<file path="src/rtl/tick_irq_pkg.sv">
package tick_irq_pkg;

  localparam int unsigned SLOT_W   = 4;
  localparam int unsigned FLAG_W   = 7;

  localparam logic [SLOT_W-1:0] SLOT_PORT = 4'h0;
  localparam logic [SLOT_W-1:0] SLOT_PDIR = 4'h2;
  localparam logic [SLOT_W-1:0] SLOT_FLAG = 4'hD;
  localparam logic [SLOT_W-1:0] SLOT_ENAB = 4'hE;

  localparam int unsigned BIT_SEC  = 5;
  localparam int unsigned BIT_VBL  = 6;
  localparam int unsigned MAX_EXT  = 5;

  typedef struct packed {
    logic              rd;
    logic              wr;
    logic [SLOT_W-1:0] slot;
    logic [7:0]        data;
  } bus_req_t;

  // Set/clear write to a mask register: bit 7 picks the direction.
  function automatic logic [FLAG_W-1:0] mask_update(
    input logic [FLAG_W-1:0] cur, input logic [7:0] wd);
    if (wd[7]) return cur | wd[FLAG_W-1:0];
    else       return cur & ~wd[FLAG_W-1:0];
  endfunction

  // Any flag pending together with its enable.
  function automatic logic pending_any(
    input logic [FLAG_W-1:0] flg, input logic [FLAG_W-1:0] ena);
    return |(flg & ena);
  endfunction

  // Output bits return the latch, input bits return the pins.
  function automatic logic [7:0] port_readback(
    input logic [7:0] latch, input logic [7:0] dir, input logic [7:0] pins);
    return (latch & dir) | (pins & ~dir);
  endfunction

  function automatic logic slot_mapped(input logic [SLOT_W-1:0] s);
    return (s == SLOT_PORT) || (s == SLOT_PDIR) ||
           (s == SLOT_FLAG) || (s == SLOT_ENAB);
  endfunction

endpackage

</file>
<file path="src/rtl/tip_tick_gen.sv">
module tip_tick_gen #(
  parameter int unsigned PERIOD = 1663000
) (
  input  logic clk,
  input  logic rst_n,
  output logic tick
);
  localparam int unsigned CW = (PERIOD > 2) ? $clog2(PERIOD) : 1;
  localparam logic [CW-1:0] LAST = CW'(PERIOD - 1);

  logic [CW-1:0] cnt_q;

  assign tick = (cnt_q == LAST);

  always_ff @(posedge clk or negedge rst_n) begin
    if (!rst_n)    cnt_q <= '0;
    else if (tick) cnt_q <= '0;
    else           cnt_q <= cnt_q + 1'b1;
  end


  tick_spacing_chk: assert property (@(posedge clk) disable iff (!rst_n)
    tick |=> !tick);


  tick_range_chk: assert property (@(posedge clk) disable iff (!rst_n)
    cnt_q <= LAST);

endmodule

</file>
<file path="src/rtl/tip_ext_edges.sv">
module tip_ext_edges #(
  parameter int unsigned NUM_EXT = 5
) (
  input  logic               clk,
  input  logic               rst_n,
  input  logic [NUM_EXT-1:0] req,
  output logic [NUM_EXT-1:0] rise,
  output logic [NUM_EXT-1:0] fall
);
  logic [NUM_EXT-1:0] prev_q;

  always_ff @(posedge clk or negedge rst_n) begin
    if (!rst_n) prev_q <= '0;
    else        prev_q <= req;
  end

  for (genvar i = 0; i < NUM_EXT; i++) begin : g_edge
    assign rise[i] =  req[i] & ~prev_q[i];
    assign fall[i] = ~req[i] &  prev_q[i];
  end

endmodule

</file>
<file path="src/rtl/tip_flag_bank.sv">
module tip_flag_bank
  import tick_irq_pkg::*;
#(
  parameter int unsigned NUM_EXT = 5
) (
  input  logic               clk,
  input  logic               rst_n,
  input  logic [NUM_EXT-1:0] ext_rise,
  input  logic [NUM_EXT-1:0] ext_fall,
  input  logic               vbl_tick,
  input  logic               sec_tick,
  input  logic               flag_wr,
  input  logic               enab_wr,
  input  logic [7:0]         wdata,
  output logic [FLAG_W-1:0]  flags,
  output logic [FLAG_W-1:0]  enab,
  output logic               irq
);
  logic [FLAG_W-1:0] set_vec, drop_vec, ack_vec, flags_d;

  for (genvar b = 0; b < FLAG_W; b++) begin : g_src
    if (b < NUM_EXT && b < BIT_SEC) begin : g_ext
      assign set_vec[b]  = ext_rise[b];
      assign drop_vec[b] = ext_fall[b];
    end else if (b == BIT_SEC) begin : g_sec
      assign set_vec[b]  = sec_tick;
      assign drop_vec[b] = 1'b0;
    end else if (b == BIT_VBL) begin : g_vbl
      assign set_vec[b]  = vbl_tick;
      assign drop_vec[b] = 1'b0;
    end else begin : g_none
      assign set_vec[b]  = 1'b0;
      assign drop_vec[b] = 1'b0;
    end
  end

  assign ack_vec = flag_wr ? wdata[FLAG_W-1:0] : '0;
  assign flags_d = (flags & ~ack_vec & ~drop_vec) | set_vec;

  always_ff @(posedge clk or negedge rst_n) begin
    if (!rst_n) begin
      flags <= '0;
      enab  <= '0;
    end else begin
      flags <= flags_d;
      if (enab_wr) enab <= mask_update(enab, wdata);
    end
  end

  assign irq = pending_any(flags, enab);


  vbl_latch_chk: assert property (@(posedge clk) disable iff (!rst_n)
    vbl_tick |=> flags[BIT_VBL]);


  sec_latch_chk: assert property (@(posedge clk) disable iff (!rst_n)
    sec_tick |=> flags[BIT_SEC]);


  ack_clear_chk: assert property (@(posedge clk) disable iff (!rst_n)
    (flag_wr && wdata[BIT_VBL] && !vbl_tick) |=> !flags[BIT_VBL]);


  enab_set_chk: assert property (@(posedge clk) disable iff (!rst_n)
    (enab_wr && wdata[7]) |=> ((enab & $past(wdata[FLAG_W-1:0])) == $past(wdata[FLAG_W-1:0])));


  enab_clr_chk: assert property (@(posedge clk) disable iff (!rst_n)
    (enab_wr && !wdata[7]) |=> ((enab & $past(wdata[FLAG_W-1:0])) == '0));

  for (genvar i = 0; i < NUM_EXT && i < BIT_SEC; i++) begin : g_ext_chk

    ext_set_chk: assert property (@(posedge clk) disable iff (!rst_n)
      ext_rise[i] |=> flags[i]);

    ext_drop_chk: assert property (@(posedge clk) disable iff (!rst_n)
      ext_fall[i] |=> !flags[i]);
  end

endmodule

</file>
<file path="src/rtl/tip_port_ctrl.sv">
module tip_port_ctrl
  import tick_irq_pkg::*;
#(
  parameter int unsigned PWR_BIT = 2
) (
  input  logic       clk,
  input  logic       rst_n,
  input  logic       port_wr,
  input  logic       pdir_wr,
  input  logic [7:0] wdata,
  input  logic [7:0] pins,
  output logic [7:0] latch,
  output logic [7:0] dir,
  output logic [7:0] readback,
  output logic       pwr_off
);
  logic shutdown_ev;

  assign shutdown_ev = port_wr & dir[PWR_BIT] & ~wdata[PWR_BIT];
  assign readback    = port_readback(latch, dir, pins);

  always_ff @(posedge clk or negedge rst_n) begin
    if (!rst_n) begin
      latch   <= '0;
      dir     <= '0;
      pwr_off <= 1'b0;
    end else begin
      if (port_wr) latch <= wdata;
      if (pdir_wr) dir   <= wdata;
      pwr_off <= shutdown_ev;
    end
  end


  pwr_cause_chk: assert property (@(posedge clk) disable iff (!rst_n)
    $rose(pwr_off) |-> ($past(port_wr) && !latch[PWR_BIT] && dir[PWR_BIT]));


  pwr_pulse_chk: assert property (@(posedge clk) disable iff (!rst_n)
    (pwr_off && !$past(shutdown_ev)) |-> 1'b0);

endmodule

</file>
<file path="src/rtl/tick_irq_ctrl.sv">
module tick_irq_ctrl
  import tick_irq_pkg::*;
#(
  parameter int unsigned ADDR_W  = 13,
  parameter int unsigned SLOT_LSB = 9,
  parameter int unsigned NUM_EXT = 5,
  parameter int unsigned VBL_CYC = 1663000,
  parameter int unsigned SEC_CYC = 100000000
) (
  input  logic               clk,
  input  logic               rst_n,
  input  logic               bus_sel,
  input  logic               bus_we,
  input  logic [ADDR_W-1:0]  bus_addr,
  input  logic [7:0]         bus_wdata,
  output logic [7:0]         bus_rdata,
  output logic               bus_rvalid,
  input  logic [NUM_EXT-1:0] ext_req,
  input  logic [7:0]         portb_pins,
  output logic [7:0]         portb_drive,
  output logic [7:0]         portb_oe,
  output logic               pwr_off_req,
  output logic               irq
);
  bus_req_t          req;
  logic              vbl_tick, sec_tick;
  logic [NUM_EXT-1:0] ext_rise, ext_fall;
  logic [FLAG_W-1:0] flags, enab;
  logic [7:0]        port_rb, rd_mux;
  logic              rd_flag_ev, rd_void_ev;

  assign req.rd   = bus_sel & ~bus_we;
  assign req.wr   = bus_sel &  bus_we;
  assign req.slot = SLOT_W'(bus_addr >> SLOT_LSB);
  assign req.data = bus_wdata;

  assign rd_flag_ev = req.rd & (req.slot == SLOT_FLAG);
  assign rd_void_ev = req.rd & ~slot_mapped(req.slot);

  tip_tick_gen #(.PERIOD(VBL_CYC)) u_vbl_gen (
    .clk(clk), .rst_n(rst_n), .tick(vbl_tick));

  tip_tick_gen #(.PERIOD(SEC_CYC)) u_sec_gen (
    .clk(clk), .rst_n(rst_n), .tick(sec_tick));

  tip_ext_edges #(.NUM_EXT(NUM_EXT)) u_edges (
    .clk(clk), .rst_n(rst_n), .req(ext_req), .rise(ext_rise), .fall(ext_fall));

  tip_flag_bank #(.NUM_EXT(NUM_EXT)) u_flags (
    .clk      (clk),
    .rst_n    (rst_n),
    .ext_rise (ext_rise),
    .ext_fall (ext_fall),
    .vbl_tick (vbl_tick),
    .sec_tick (sec_tick),
    .flag_wr  (req.wr && req.slot == SLOT_FLAG),
    .enab_wr  (req.wr && req.slot == SLOT_ENAB),
    .wdata    (req.data),
    .flags    (flags),
    .enab     (enab),
    .irq      (irq)
  );

  tip_port_ctrl #(.PWR_BIT(2)) u_port (
    .clk      (clk),
    .rst_n    (rst_n),
    .port_wr  (req.wr && req.slot == SLOT_PORT),
    .pdir_wr  (req.wr && req.slot == SLOT_PDIR),
    .wdata    (req.data),
    .pins     (portb_pins),
    .latch    (portb_drive),
    .dir      (portb_oe),
    .readback (port_rb),
    .pwr_off  (pwr_off_req)
  );

  always_comb begin
    case (req.slot)
      SLOT_PORT: rd_mux = port_rb;
      SLOT_PDIR: rd_mux = portb_oe;
      SLOT_FLAG: rd_mux = {irq, flags};
      SLOT_ENAB: rd_mux = {1'b1, enab};
      default:   rd_mux = 8'h00;
    endcase
  end

  always_ff @(posedge clk or negedge rst_n) begin
    if (!rst_n) begin
      bus_rdata  <= '0;
      bus_rvalid <= 1'b0;
    end else begin
      bus_rvalid <= req.rd;
      bus_rdata  <= req.rd ? rd_mux : 8'h00;
    end
  end


  sum_bit_chk: assert property (@(posedge clk) disable iff (!rst_n)
    (bus_rvalid && $past(rd_flag_ev)) |-> (bus_rdata[7] == $past(irq)));


  void_slot_chk: assert property (@(posedge clk) disable iff (!rst_n)
    (bus_rvalid && $past(rd_void_ev)) |-> (bus_rdata == 8'h00));


  rd_latency_chk: assert property (@(posedge clk) disable iff (!rst_n)
    req.rd |=> bus_rvalid);


  irq_cause_chk: assert property (@(posedge clk) disable iff (!rst_n)
    $rose(irq) |-> (($past(flags) != flags) || ($past(enab) != enab)));

endmodule

</file>
<file path="config.mk">
export PLATFORM = sky130hd
export DESIGN_NAME = tick_irq_ctrl
export DESIGN_NICKNAME = d
export VERILOG_FILES = /design/src/rtl/tick_irq_pkg.sv /design/src/rtl/tip_tick_gen.sv /design/src/rtl/tip_ext_edges.sv /design/src/rtl/tip_flag_bank.sv /design/src/rtl/tip_port_ctrl.sv /design/src/rtl/tick_irq_ctrl.sv
export SDC_FILE = /design/constraint.sdc
export NUM_CORES = 1
export LEC_CHECK = 0
export ABC_AREA = 1
export ABC_CLOCK_PERIOD_IN_PS = 2450
export BUFFER_PORTS_ARGS = -buffer_cell sky130_fd_sc_hd__buf_2
export CORE_UTILIZATION = 45
export DETAILED_ROUTE_END_ITERATION = 8
export PLACE_DENSITY = 0.62
export SETUP_SLACK_MARGIN = 0.15
export SLEW_MARGIN = 20
export SYNTH_ARGS = -nofsm -noshare
export SYNTH_HDL_FRONTEND = slang
export SYNTH_SLANG_ARGS = --single-unit
export TNS_END_PERCENT = 50
</file>
<file path="constraint.sdc">
create_clock -name clk -period 2.45 [get_ports clk]
set_clock_uncertainty 0.1 [all_clocks]
set_input_delay 0.1225 -clock clk [delete_from_list [all_inputs] [get_ports clk]]
set_output_delay 0.1225 -clock clk [all_outputs]
set_load 0.005 [all_outputs]
</file>
# After elaboration in Yosys (flattened, before gate mapping)
# Cells that the tools add are included.
# classes
n_addsub	2
n_eq_ne	5
muxes	6
n_bitwise	39
reduce_logical	6
# ops
op	count
$pmux 8 s4	1
$and 7x7->7	4
$add 27x1->27 const B	1
$eq 27x27->1 const B	1
$mux 27	1
$add 21x1->21 const B	1
$eq 21x21->1 const B	1
$mux 21	1
$and 8x8->8	2
$and 1x1->1	14
$mux 7	2
$not 7->7	2
$or 7x7->7	2
$not 1->1	12
$eq 4x4->1 const B	2
$mux 8	1
$not 8->8	1
$or 8x8->8	1
$not 5->7	1
$reduce_or 7->1	1
$eq 4x2->1 const B	1
$logic_and 1x1->1	4
$logic_not 4->1	1
# totals
ff_bits	93
inputBits	38
output_inout_bits	27
word_cells	68

# Depth between registers and ports, before layout
# logic_depth
word_depth	7
ltp_mapped	9
ltp_nobuf	9

# Modules after synthesis
# Synthesis repeated with hierarchy kept, for this count alone.
# hier_totals
hier_cells	691
hier_area_um2	5053.6
# modules_own_cells
mod	instances	cells_per_inst	area_each_um2	seq_area_each_um2
tip_tick_gen (u_sec_gen)	1	228	1624.1	675.6
tip_tick_gen (u_vbl_gen)	1	172	1253.7	525.5
tip_port_ctrl	1	103	763.2	425.4
tick_irq_ctrl	1	94	620.6	225.2
tip_flag_bank	1	69	591.8	350.3
tip_ext_edges	1	25	200.2	125.1

# Worst setup path after synthesis
# No wires, ideal clock.
# synth_path
path_kind	flip-flop to flip-flop
from	register u_sec_gen.cnt_q[0]
to	register u_sec_gen.cnt_q[16]
arrival_ns	1.390
t_required_ns	2.231
path_slack_ns	0.841
stages_incl_launch_ff	10
path_buffers	1
path_cell_list	dfrtp_1 -> ha_1 -> nand2_1 -> nor2_4 -> nand2_4 -> clkinv_2 -> nand2_1 -> nor3_4 -> buf_6 -> nor2_1
# synth_via
elab_chain_cells	2
word_cells_on_any_way	3
# synth_lines
element	line_no	text
from (decl)	tip_tick_gen.sv:11	logic [CW-1:0] cnt_q;
from (signal assigned)	tip_tick_gen.sv:18	else cnt_q <= cnt_q + 1'b1;
$add 27x1->27 / $eq 27x27->1 (equally long branches)	tip_tick_gen.sv:18, tip_tick_gen.sv:13	
$mux 27 (*)	tip_tick_gen.sv:17	else if (tick) cnt_q <= '0;
# Mark *: on every way between the ends. The rest lies on a longest branch, timed or not.
# A chain may end at the register's enable or synchronous reset.

# Worst setup path in the final report
# layout_path
from	register u_sec_gen.cnt_q[0]
to	register u_sec_gen.cnt_q[15]
# Same word-level chain as after synthesis.

==> run metrics <==
largest buffer count on any clock path 2; Slew headroom 62.33%; number of buffer and inverter stages on the critical path 1; shortest clock period the worst path allows after layout 2.017 ns; most area-consuming cells after synthesis dfrtp_1 (48%), nand2_1 (15%), nor2_1 (9.9%); family with the most delay on the worst path simple AND/OR/NAND/NOR gates; sum of met3 wire segment lengths after detailed routing 381 um; final total negative setup slack 0 ns; effective utilization at floorplan 46.94%; vias after detailed routing 4292; number of filler cells placed in the layout 1020; number of buffers added by the clock tree synthesis step 9; source of the worst register-to-register timing path u_sec_gen.cnt_q[0]; Crit Path Class reg2reg; r2r setup slk 0.43 ns; Placement Cell Area 5324 um^2; total core area 10420 um^2; Syn Inst Count 669; reg2reg end u_sec_gen.cnt_q[15]; post-synth net total 709; pin count of the biggest net entering global routing 60; Tightest Hold Check Type in2reg; met2 wire len 4924 um; critical path cell sequence ha_1 > nand2_1 > nor2_4 > nand2_4 > clkinv_2 > nand2_1 > nor3_4 > nor2_1; fraction of final layout cells sized beyond drive strength 1 11.02%; number of placement rows 37; clock share of power 33.5%; synthesis-to-finish area growth 15.89%; fraction of the cycle the final worst path needs 82.31%; stages on the worst setup path 8; final-report max-slew violation count 0; Seq/Total Area, Yosys 47.59%; dominant cell type by count on the critical path nand2_1; power spent charging and discharging nets 0.7940 mW; worst endpoint data arrival time 2.14 ns; count of flip-flops with a built-in enable after synthesis 0; nature of the critical path endpoint register; worst vdd rail ir drop 0.2172 mV; latest clock arrival within the worst-skew pair 0.36 ns; post-synth top area cell dfrtp_1; total number of nets in the final design 788; internal portion of total power 2.235 mW; # diodes 0; capture point of the worst path u_sec_gen.cnt_q[15]; Clock transition at path regs 0.09 ns; buffer cell driving the clock tree root clkbuf_8; cell with the largest stage delay on the worst path nor3_4; wire length of the first global-routing pass 18820 um; Max-Cap Viols 0; share of the core filled with cells 54.40%; combinational cell fraction of total power 10.8%; buffers inserted by post-CTS timing repair 0; Die Ht 106.2 um; ys async rst share 100.0%; setup repair after global routing missed its margin false; number of setup violations in the final report 0; Synth Area per Inst 7.309 um^2; Overall Global Routing Usage 21.01%; biggest fanout along the worst timing path 13; dominant register cell in the synthesized netlist dfrtp_1; Final Hold Fails 0; clk sink count 93; summed area of non-filler cells in the final layout 5667 um^2; Hold Path Cell Cnt 3; sequential power share 55.7%; area of the mapped netlist 4890 um^2; static leakage 2.885 nW; CP startpoint kind register; Worst-Margin Slew 0.5632 ns; TritonCTS clock tree yes; top layer in use met4; routed metal-1 wirelength 5259 um; Fmax achieved 0.4959 GHz; final worst slack 0.4334 ns; area of the die 11290 um^2; maximum level of the CTS H-tree 3; run status finished clean; crit-path max cell delay 0.45 ns; data required time of the worst path 2.57 ns; drt pass-1 iters 5; synth unique cells 22; antenna violations before repair 0; depth of the most critical reg-to-reg path 8; post-route antenna net violation count 0; total grt overflow 0; Routability Congestion 0.9104; post-synth top area share 47.59%; detailed placement HPWL 8132 um; number of global-route vias before repair 4178; IO Pins 65; number of DRC markers in iteration 0 233; WL final 10790 um; number of storage elements in the synthesis netlist 93; number of design rule violations left after detail routing 0; Syn. warnings 0; launch point of the critical path u_sec_gen.cnt_q[0]; worst setup timing slack at the placement stage 0.4088 ns; overall die width 106.2 um; Vias/cell 4.828; total power per unit cell area 534.5 nW/um^2; switching fraction of total power 26.22%; Wirelength per Cell 12.14 um; number of port buffers 55
-- routing by layer --
metal | GRT usage, % | vias to the layer above
met5 | 0 | -
met4 | 8.631 | 0
met3 | 2.514 | 18
met2 | 35.44 | 95
met1 | 27.37 | 1957
li1 | - | 2222
-- sequential cells by signal (all words and copies together), names as in the netlist, named ones only --
signal and cells:
bus_rdata 8, bus_rvalid 1, u_edges.prev_q 5, u_flags.flags 7, u_port.dir 8, u_port.latch 8, u_port.pwr_off 1, u_sec_gen.cnt_q 27
u_vbl_gen.cnt_q 21
-- metrics by stage --
step,hold WS (ns),instances,total power [mW]
floorplan,-0.2731,669,1.860
detailed placement,0.007516,858,2.027
finish,0.06632,889,3.029
global route,0.08256,889,3.201
global placement,0.001139,858,2.015
CTS,0.05442,889,3.072
-- worst reg2reg max path: stages (launching register included) --
cell and delay [ns]:
dfrtp_1 0.44, ha_1 0.23, nand2_1 0.11, nor2_4 0.19, nand2_4 0.11, clkinv_2 0.07, nand2_1 0.07, nor3_4 0.45
nor2_1 0.12
-- area by class of cell --
type / instances / area (um^2) / share of cell area (%)
Clock buffer: 11 / 131.4 / 2.318
Sequential cell: 93 / 2327 / 41.07
Tap cell: 136 / 170.2 / 3.003
Inverter: 95 / 357.8 / 6.315
Multi-Input combinational cell: 478 / 2171 / 38.31
Clock inverter: 5 / 61.31 / 1.082
Timing Repair Buffer: 71 / 447.9 / 7.905
-- cell usage in the layout (no fill, tap or decap), drive strengths merged --
cell / synthesis / final
nand2: 193 / 193
nand3: 42 / 42
xnor2: 6 / 6
nand4: 10 / 10
clkbuf: 0 / 11
nand3b: 1 / 1
dlygate4sd3: 0 / 15
o21ai: 55 / 55
nor3: 9 / 9
buf: 3 / 56
a21oi: 9 / 9
clkinvlp: 0 / 3
clkinv: 2 / 3
ha: 2 / 2
nor2: 135 / 135
bufinv: 0 / 1
inv: 93 / 93
dfrtp: 93 / 93
xor2: 16 / 16
-- power groups by stage --
stage	clock network [mW]	logic, mW	registers (mW)
2_1_floorplan	0	0.148	1.71
3_3_place_gp	0	0.301	1.71
3_5_place_dp	0	0.311	1.72
4_1_cts	1.05	0.331	1.69
5_1_grt	1.12	0.384	1.70
6_report	1.02	0.326	1.69
-- cell families after synthesis --
group / after synthesis / share of synthesized area, %
and+or+nand+nor: 390 / 33.39
buffers and inverters: 98 / 8.009
DFF: 93 / 47.59
AOI/OAI and AO/OA: 64 / 6.551
xor gates and xnor gates: 22 / 3.941
adders and majority gates: 2 / 0.5117
-- cells in the mapped netlist (8+ instances only) --
| master | number |
|---|---|
| nand2_1 | 189 |
| o21ai_1 | 10 |
| xor2_1 | 16 |
| dfrtp_1 | 93 |
| nor3_1 | 8 |
| a21oi_1 | 9 |
| nand3_1 | 42 |
| nand4_1 | 10 |
| nor2_1 | 129 |
| o21ai_0 | 45 |
| inv_1 | 92 |
-- worst min-delay path by stage --
stage	end	from
final	register	bus_wdata[7]
after global routing	register	bus_wdata[7]
after CTS	register	bus_wdata[7]
after detailed placement	u_port.dir[1]	rst_n
after global placement	u_port.latch[0]	rst_n
after floorplan	async pin	rst_n
-- timing repair --
item | 4_1_cts | 5_1_grt
resized for setup | 0 | 0
endpoints found under the hold margin | 67 | 0
hold buffers | 15 | 0
Power figures use the tool's default switching activity.
